File: config.mk
export PLATFORM = sky130hd
export DESIGN_NAME = mdcnt_top
export DESIGN_NICKNAME = d
export VERILOG_FILES = /design/src/rtl/mdcnt_pkg.sv /design/src/rtl/mdcnt_prescaler.sv /design/src/rtl/mdcnt_counter.sv /design/src/rtl/mdcnt_polarity.sv /design/src/rtl/mdcnt_flag.sv /design/src/rtl/mdcnt_top.sv
export SDC_FILE = /design/constraint.sdc
export NUM_CORES = 1
export LEC_CHECK = 0
export BUFFER_PORTS_ARGS = -buffer_cell sky130_fd_sc_hd__buf_2
export CORE_ASPECT_RATIO = 0.8
export CORE_MARGIN = 2
export CORE_UTILIZATION = 40
export CTS_BUF_LIST = sky130_fd_sc_hd__clkbuf_8
export DETAILED_ROUTE_END_ITERATION = 16
export PLACE_DENSITY = 0.67
export REMOVE_ABC_BUFFERS = 1
export SYNTH_ARGS = -nofsm -noshare
export SYNTH_HDL_FRONTEND = slang
export SYNTH_SLANG_ARGS = --single-unit
File: constraint.sdc
create_clock -name clk -period 2.1 [get_ports clk]
set_input_delay 0.42 -clock clk [delete_from_list [all_inputs] [get_ports clk]]
set_output_delay 0.42 -clock clk [all_outputs]
set_load 0.02 [all_outputs]
File: src/rtl/mdcnt_pkg.sv
package mdcnt_pkg;
  localparam int CNT_W  = 16;
  localparam int N_CH   = 4;
  localparam int DIV_W  = 4;
  localparam int STAT_W = 8;
  localparam int FLAG_BIT = 7;

  typedef enum logic [1:0] {
    RATE_DIV1  = 2'd0,
    RATE_DIV4  = 2'd1,
    RATE_DIV8  = 2'd2,
    RATE_DIV16 = 2'd3
  } rate_e;

  function automatic logic [DIV_W-1:0] rate_term(input rate_e r);
    case (r)
      RATE_DIV1:  rate_term = DIV_W'(0);
      RATE_DIV4:  rate_term = DIV_W'(3);
      RATE_DIV8:  rate_term = DIV_W'(7);
      default:    rate_term = DIV_W'(15);
    endcase
  endfunction
endpackage

File: src/rtl/mdcnt_prescaler.sv
module mdcnt_prescaler
  import mdcnt_pkg::*;
#(
  parameter int DW = DIV_W
) (
  input  logic       clk,
  input  logic       rst_n,
  input  logic       sel_we,
  input  logic [1:0] sel_wdata,
  input  logic       restart,
  output logic       tick
);
  rate_e         sel_q, sel_d;
  logic [DW-1:0] pcnt_q, pcnt_d;
  logic [DW-1:0] term;

  always_comb begin
    term = rate_term(sel_q);
    tick = (pcnt_q == term);
  end

  always_comb begin
    sel_d  = sel_q;
    pcnt_d = pcnt_q + DW'(1);
    if (sel_we) sel_d = rate_e'(sel_wdata);
    if (sel_we || restart || tick) pcnt_d = '0;
  end

  always_ff @(posedge clk or negedge rst_n) begin
    if (!rst_n) begin
      sel_q  <= RATE_DIV1;
      pcnt_q <= '0;
    end else begin
      sel_q  <= sel_d;
      pcnt_q <= pcnt_d;
    end
  end
endmodule

File: src/rtl/mdcnt_counter.sv
module mdcnt_counter
  import mdcnt_pkg::*;
#(
  parameter int W = CNT_W
) (
  input  logic         clk,
  input  logic         rst_n,
  input  logic         tick,
  input  logic         load_we,
  input  logic [W-1:0] load_wdata,
  output logic [W-1:0] count,
  output logic         wrap_evt
);
  localparam logic [W-1:0] ONE = W'(1);

  logic [W-1:0] cnt_q, cnt_d;
  logic [W-1:0] mod_q, mod_d;
  logic         at_zero;

  always_comb begin
    at_zero  = (cnt_q == '0);
    mod_d    = mod_q;
    cnt_d    = cnt_q;
    wrap_evt = 1'b0;
    if (load_we) begin
      mod_d = load_wdata;
      cnt_d = load_wdata;
    end else if (tick) begin
      if (at_zero) begin
        cnt_d = mod_q;
      end else begin
        cnt_d    = cnt_q - ONE;
        wrap_evt = (cnt_q == ONE);
      end
    end
  end

  always_ff @(posedge clk or negedge rst_n) begin
    if (!rst_n) begin
      cnt_q <= '0;
      mod_q <= '0;
    end else begin
      cnt_q <= cnt_d;
      mod_q <= mod_d;
    end
  end

  assign count = cnt_q;
endmodule

File: src/rtl/mdcnt_polarity.sv
module mdcnt_polarity (
  input  logic clk,
  input  logic rst_n,
  input  logic evt,
  input  logic edge_rise,
  input  logic rearm,
  output logic pol
);
  logic armed_q, armed_d;
  logic pol_q, pol_d;
  logic take;

  always_comb begin
    take    = evt && (armed_q || rearm);
    pol_d   = pol_q;
    armed_d = armed_q;
    if (take) begin
      pol_d   = edge_rise;
      armed_d = 1'b0;
    end else if (rearm) begin
      armed_d = 1'b1;
    end
  end

  always_ff @(posedge clk or negedge rst_n) begin
    if (!rst_n) begin
      armed_q <= 1'b1;
      pol_q   <= 1'b0;
    end else begin
      armed_q <= armed_d;
      pol_q   <= pol_d;
    end
  end

  assign pol = pol_q;
endmodule

File: src/rtl/mdcnt_flag.sv
module mdcnt_flag (
  input  logic clk,
  input  logic rst_n,
  input  logic set_evt,
  input  logic wr_one,
  input  logic rd_strobe,
  input  logic fast_mode,
  output logic flag
);
  logic flag_q, flag_d;
  logic clr;

  always_comb begin
    clr    = fast_mode ? rd_strobe : wr_one;
    flag_d = flag_q;
    if (clr)     flag_d = 1'b0;
    if (set_evt) flag_d = 1'b1;
  end

  always_ff @(posedge clk or negedge rst_n) begin
    if (!rst_n) flag_q <= 1'b0;
    else        flag_q <= flag_d;
  end

  assign flag = flag_q;
endmodule

File: src/rtl/mdcnt_top.sv
module mdcnt_top
  import mdcnt_pkg::*;
(
  input  logic              clk,
  input  logic              rst_n,
  input  logic              presel_we,
  input  logic [1:0]        presel_wdata,
  input  logic              load_we,
  input  logic [CNT_W-1:0]  load_wdata,
  input  logic              stat_we,
  input  logic [STAT_W-1:0] stat_wdata,
  output logic [STAT_W-1:0] stat_rdata,
  input  logic              cnt_rd,
  output logic [CNT_W-1:0]  cnt_value,
  input  logic              fast_clr,
  input  logic [N_CH-1:0]   cap_evt,
  input  logic [N_CH-1:0]   cap_edge,
  input  logic [N_CH-1:0]   latch_rd,
  input  logic              irq_en,
  output logic              irq
);
  localparam int PAD_W = FLAG_BIT - N_CH;

  logic            tick;
  logic            wrap_evt;
  logic            flag;
  logic [N_CH-1:0] pol;
  logic            unused_wbits;

  assign unused_wbits = ^stat_wdata[FLAG_BIT-1:0];

  mdcnt_prescaler #(.DW(DIV_W)) u_pre (
    .clk       (clk),
    .rst_n     (rst_n),
    .sel_we    (presel_we),
    .sel_wdata (presel_wdata),
    .restart   (load_we),
    .tick      (tick)
  );

  mdcnt_counter #(.W(CNT_W)) u_cnt (
    .clk        (clk),
    .rst_n      (rst_n),
    .tick       (tick),
    .load_we    (load_we),
    .load_wdata (load_wdata),
    .count      (cnt_value),
    .wrap_evt   (wrap_evt)
  );

  mdcnt_flag u_flag (
    .clk       (clk),
    .rst_n     (rst_n),
    .set_evt   (wrap_evt),
    .wr_one    (stat_we && stat_wdata[FLAG_BIT]),
    .rd_strobe (cnt_rd),
    .fast_mode (fast_clr),
    .flag      (flag)
  );

  for (genvar c = 0; c < N_CH; c++) begin : g_ch
    mdcnt_polarity u_pol (
      .clk       (clk),
      .rst_n     (rst_n),
      .evt       (cap_evt[c]),
      .edge_rise (cap_edge[c]),
      .rearm     (latch_rd[c]),
      .pol       (pol[c])
    );
  end

  assign stat_rdata = {flag, {PAD_W{1'b0}}, pol};
  assign irq        = flag && irq_en;
endmodule

# Word-level counts from Yosys, hierarchy flattened
# Index checks and enable logic that the tools add are counted.
# word_totals
input_bits	46
elab_cells	58
regBits	47
out_inout_bits	25
# op_classes
n_eq_ne	4
reduce_logical	20
addsub	2
muxes	19
# op_table
cell	count
$mux W16	3
$eq A16 B1 Y1 const B	1
$logic_not A16 Y1	1
$sub A16 B1 Y16 const B	1
$mux W1	14
$pmux W4 S3	1
$reduce_bool A2 Y1	6
$logic_and A1 B1 Y1	6
$logic_or A1 B1 Y1	6
$add A4 B1 Y4 const B	1
$eq A4 B4 Y1	1
$mux W4	1
$eq A2 B1 Y1 const B	1
$eq A2 B2 Y1 const B	1
$logic_not A2 Y1	1

# Logic depth before layout (Yosys ltp)
# depth
ltp_word	6
mapped_depth	8
ltp_nobuf	7

# Cells and area by module
# A second synthesis with hierarchy kept.
# hier_totals
cells_unflattened	231
area_unflattened_um2	2464.9
# modules_own_cells
mod	n_inst	area_each_um2	cells_each	seq_area_each_um2
mdcnt_counter	1	1759.2	172	800.8
mdcnt_prescaler	1	316.6	25	150.1
mdcnt_polarity	4	75.1	6	51.3
mdcnt_top	1	46.3	7	0.0
mdcnt_flag	1	42.5	3	25.0

# Worst setup path after synthesis
# Ideal clock, no wire load.
# synth_path
kind	register to register
from	register u_cnt.cnt_q[0] (netlist: u_cnt.count[0])
to	register u_cnt.cnt_q[10] (netlist: u_cnt.count[10])
stages_incl_launch_ff	8
period_less_slack_ns	2.095
required_ns	1.974
setup_slack_ns	0.005
path_buffers	0
setup_ns	0.126
t_arrival_ns	1.969
path_cell_list	dfrtp_1 inv_1 ha_1 or4b_4 nor4_4 xnor2_1 o21ai_1 a221o_1
# synth_via
elab_chain_len	4
word_cells_on_any_way	5
# synth_rtl
item	line_no	text
from (decl)	mdcnt_counter.sv:16	logic [W-1:0] cnt_q, cnt_d;
from (signal assigned)	mdcnt_counter.sv:43	cnt_q <= cnt_d;
$sub A16 B1 Y16 or $logic_not A16 Y1 (tied branches)	mdcnt_counter.sv:32, mdcnt_counter.sv:21	
$mux W16 *	mdcnt_counter.sv:29	if (at_zero) begin
$mux W16 *	mdcnt_counter.sv:28	end else if (tick) begin
$mux W16 *	mdcnt_counter.sv:25	if (load_we) begin
# Mark *: on every way between the ends. The rest lies on a longest branch, timed or not. The select of a mux whose other input is x is not followed.
# A chain may end at the register's enable or synchronous reset.

# Final worst setup path
# layout_path
from	register u_cnt.cnt_q[1] (netlist: u_cnt.count[1])
to	register u_cnt.cnt_q[10] (netlist: u_cnt.count[10])
# Same word-level chain as after synthesis.

==> flow_summary.ini <==
[detailed_routing]
post_drt_wl_per_cell_um = 15.40
postRouteAntennaNets = 0
detail_route.wirelength_um = 6389
route.detailed.vias_per_inst = 5.475
route.detailed.drc = 0
drt_iter0_drc = 143
routed-via-count = 2272
detailedRoute.firstPassIterationCount = 4

[layout]
n_antenna_cell = 0
area_growth_pct = 19.23
post_route_cells_drive_above_1_share = 0.3897
post-route-util = 0.4963
stdcell_area_um2 = 3181
layout.nets = 380

[clock_network]
clkLatencyLatePin_ns = 0.29
cts-buffers-inserted = 5
cts_tree = yes
clock_tree.htree_level_count = 2
cts_post_setup_buffers_inserted = 0
clk_pin_slew_worst_paths_ns = 0.09
cts.sink_count = 47
cts_root_buffer = sky130_fd_sc_hd__clkbuf_8
cts-root-to-sink-buffers = 2

[global_route]
global_route.usage.total = 0.1826
grt_pass1_vias = 2216
first_pass_grt_wire_length_um = 10670
grt_antenna_before_repair = 0
largest_net_degree_at_the_start_of_global_routing = 28
grt_overflow_total = 0

[critical_path]
worst-endpoint-arrival_ns = 2.17
crit_path_end_kind = register
r2r-start = u_cnt.count[1]$_DFFE_PN0P_
path_max_fanout = 4
crit_start = u_cnt.count[1]$_DFFE_PN0P_
critPathRequiredTime_ns = 2.28
sort_of_element_at_the_start_of_the_critical_path = register
worstSetupPathType = reg -> reg

[power_and_ir_drop]
max-vdd-ir-drop_v = 0.0003398
p_leak_nw = 1.428
power.total_mw = 2.157
pwr_density_cell_nw_per_um2 = 678.3

[synthesis]
synth.lib_cells_used.distinct = 62
postSynthAreaPerCell_um2 = 10.14
yosys.area.top_type_share = 0.4034
synth-seq-area-share = 0.4428
count_of_synthesis_stage_warnings_from_yosys = 0
yosys_most_used_dff = sky130_fd_sc_hd__dfrtp_1
synth_seq_cells = 47
async_flop_share = 1.000
netlist_area_um2 = 2668
post-synth-top-area-cell = sky130_fd_sc_hd__dfrtp_1
synth_edf_count = 0
number_of_cells_produced_by_synthesis = 263
synthTopCellsByArea = sky130_fd_sc_hd__dfrtp_1, sky130_fd_sc_hd__mux2_2, sky130_fd_sc_hd__dfstp_2

[sta]
setup_violations = 0
finalCritPeriodShare = 0.9451
final_hold_violation_count = 0
fin_tns_setup_ns = 0
fmax_ghz = 0.5039
final_critical_path_setup_slack_ns = 0.1153
unrepaired_setup_endpoints_after_global_routing = false
final.setup_skew_ns = 0.005560
slew-limit-headroom = 0.6587
worst_pin_slew_ns = 0.5120
final-max-slew-violation-count = 0
finalCriticalPeriod_ns = 1.985

[place]
gp_congestion = 0.8761
numPortBuffers = 60
dp.final_hpwl_um = 4829
placedInstanceArea_um2 = 3078
dpl_worst_slack_ns = 0.1085

[status]
outcome = completed

[min_path]
holdCritPathClass = in -> async

[run]
timing.max_cap.violations = 0

[die]
rows = 26
die_area_um2 = 7342
fp.dieW_um = 95.30
core_region_area_um2 = 6409
ios = 71
die_y_um = 77.04
floorplan.initialDensity = 0.4162
## repair_timing
| item | CTS | global route |
|---|---|---|
| resized for setup | 0 | 2 |
| endpoints found under the hold margin | 0 | 0 |
| hold buffers | 0 | 0 |
| setup endpoints to repair | 0 | 1 |
## power breakdown
group	internal [mW]	total (mW)	leakage (nW)	switching [mW]
clock network	0.296	0.589	0.0557	0.293
logic	0.210	0.491	0.814	0.281
registers	0.992	1.08	0.558	0.0852
## path summary, 6_finish.rpt
kind	slack, ns	endpoint	depth (start not counted)
setup reg to reg	0.12	u_cnt.count[10]$_DFFE_PN0P_	7
hold / removal	0.08	u_cnt.mod_q[2]$_DFFE_PN0P_	1
setup / recovery	0.12	u_cnt.count[10]$_DFFE_PN0P_	7
max in group asynchronous	1.41	g_ch[3].u_pol.armed_q$_DFFE_PN1P_	2
min in group clk	0.24	g_ch[2].u_pol.armed_q$_DFFE_PN1P_	2
hold reg to reg	0.49	u_cnt.mod_q[10]$_DFFE_PN0P_	1
## sequential cells by signal, summed over array words and instances, names as in the netlist
| name | flops |
|---|---|
| u_pre.sel_q | 2 |
| u_pre.pcnt_q | 4 |
| u_flag.flag | 1 |
| u_cnt.count | 16 |
| u_cnt.mod_q | 16 |
| g_ch.u_pol.armed_q | 4 |
| g_ch.u_pol.pol | 4 |
## metrics by stage
step / cells / hold WS [ns]
finish: 415 / 0.08484
global route: 415 / 0.1190
CTS: 415 / 0.09637
detailed placement: 407 / 0.4228
global placement: 407 / 0.4231
floorplan: 245 / 0.1244
## worst max-delay path, stage by stage, from the launching register on
cell and delay [ns]:
sky130_fd_sc_hd__dfrtp_1 0.39, sky130_fd_sc_hd__inv_2 0.08, sky130_fd_sc_hd__ha_2 0.18, sky130_fd_sc_hd__or4b_4 0.51
sky130_fd_sc_hd__nor4_4 0.17, sky130_fd_sc_hd__xnor2_1 0.15, sky130_fd_sc_hd__o21ai_1 0.08, sky130_fd_sc_hd__a221o_1 0.32
## routing by layer
| layer | vias to the layer above | global-route usage | part of all wire | wire length (um) |
|---|---|---|---|---|
| li1 | 1090 | - | - | - |
| met1 | 1104 | 0.2765 | 0.48 | 3051 |
| met2 | 75 | 0.2725 | 0.46 | 2918 |
| met3 | 3 | 0.03536 | 0.062 | 397 |
| met4 | 0 | 0.03188 | 0.0033 | 21 |
| met5 | - | 0 | 0 | 0 |
## synth_stat cells (3+ instances only)
master / n
sky130_fd_sc_hd__o21ai_0: 17
sky130_fd_sc_hd__inv_1: 14
sky130_fd_sc_hd__nor2_1: 28
sky130_fd_sc_hd__clkbuf_1: 4
sky130_fd_sc_hd__o31ai_1: 4
sky130_fd_sc_hd__nor3_1: 6
sky130_fd_sc_hd__mux2_2: 14
sky130_fd_sc_hd__a211oi_1: 5
sky130_fd_sc_hd__buf_4: 11
sky130_fd_sc_hd__xnor2_1: 3
sky130_fd_sc_hd__a21oi_1: 11
sky130_fd_sc_hd__dfrtp_1: 43
sky130_fd_sc_hd__nand2_1: 13
sky130_fd_sc_hd__a21o_1: 3
sky130_fd_sc_hd__o21ai_1: 3
sky130_fd_sc_hd__dfstp_2: 4
sky130_fd_sc_hd__and2_1: 3
sky130_fd_sc_hd__a221oi_1: 4
sky130_fd_sc_hd__nand4_1: 3
sky130_fd_sc_hd__ha_1: 4
sky130_fd_sc_hd__nand3_1: 11
## cell usage in the layout (no fill, tap or decap), types with 3 or more instances in the layout
cell                       Yosys  layout
sky130_fd_sc_hd__a211oi_1      5       5
sky130_fd_sc_hd__a21o_1        3       3
sky130_fd_sc_hd__a21oi_1      11      11
sky130_fd_sc_hd__a221oi_1      4       4
sky130_fd_sc_hd__and2_1        3       3
sky130_fd_sc_hd__buf_2         2      60
sky130_fd_sc_hd__buf_4        11      17
sky130_fd_sc_hd__clkbuf_8      0       7
sky130_fd_sc_hd__conb_1        1       3
sky130_fd_sc_hd__dfrtp_1      43      43
sky130_fd_sc_hd__dfstp_2       4       4
sky130_fd_sc_hd__ha_1          4       3
sky130_fd_sc_hd__inv_1        14      14
sky130_fd_sc_hd__mux2_2       14      14
sky130_fd_sc_hd__nand2_1      13      13
sky130_fd_sc_hd__nand3_1      11      11
sky130_fd_sc_hd__nand4_1       3       3
sky130_fd_sc_hd__nor2_1       28      28
sky130_fd_sc_hd__nor3_1        6       6
sky130_fd_sc_hd__o21ai_0      17      17
sky130_fd_sc_hd__o21ai_1       3       3
sky130_fd_sc_hd__o31ai_1       4       4
sky130_fd_sc_hd__xnor2_1       3       3
## cell type report
class / instances / area, um2
tap: 84 / 105.1
multi-input combinational: 184 / 1294
timing repair buffer: 78 / 447.9
fill: 611 / 3228
sequential: 47 / 1181
clock buffer: 7 / 96.34
inverter: 14 / 52.55
clock inverter: 1 / 3.754
## cells by family (layout without fill, tap and decap cells)
family / Yosys count / count (layout) / share of synthesized area
adders and majority gates: 4 / 4 / 0.01876
other: 1 / 3 / 0.001406
DFF: 47 / 47 / 0.4428
and+or+nand+nor: 84 / 84 / 0.1839
buffers and inverters: 34 / 100 / 0.07598
muxes: 14 / 14 / 0.05910
xor gates and xnor gates: 4 / 4 / 0.01314
AOI/OAI and AO/OA: 75 / 75 / 0.2050
(Power assumes the default switching activity.)
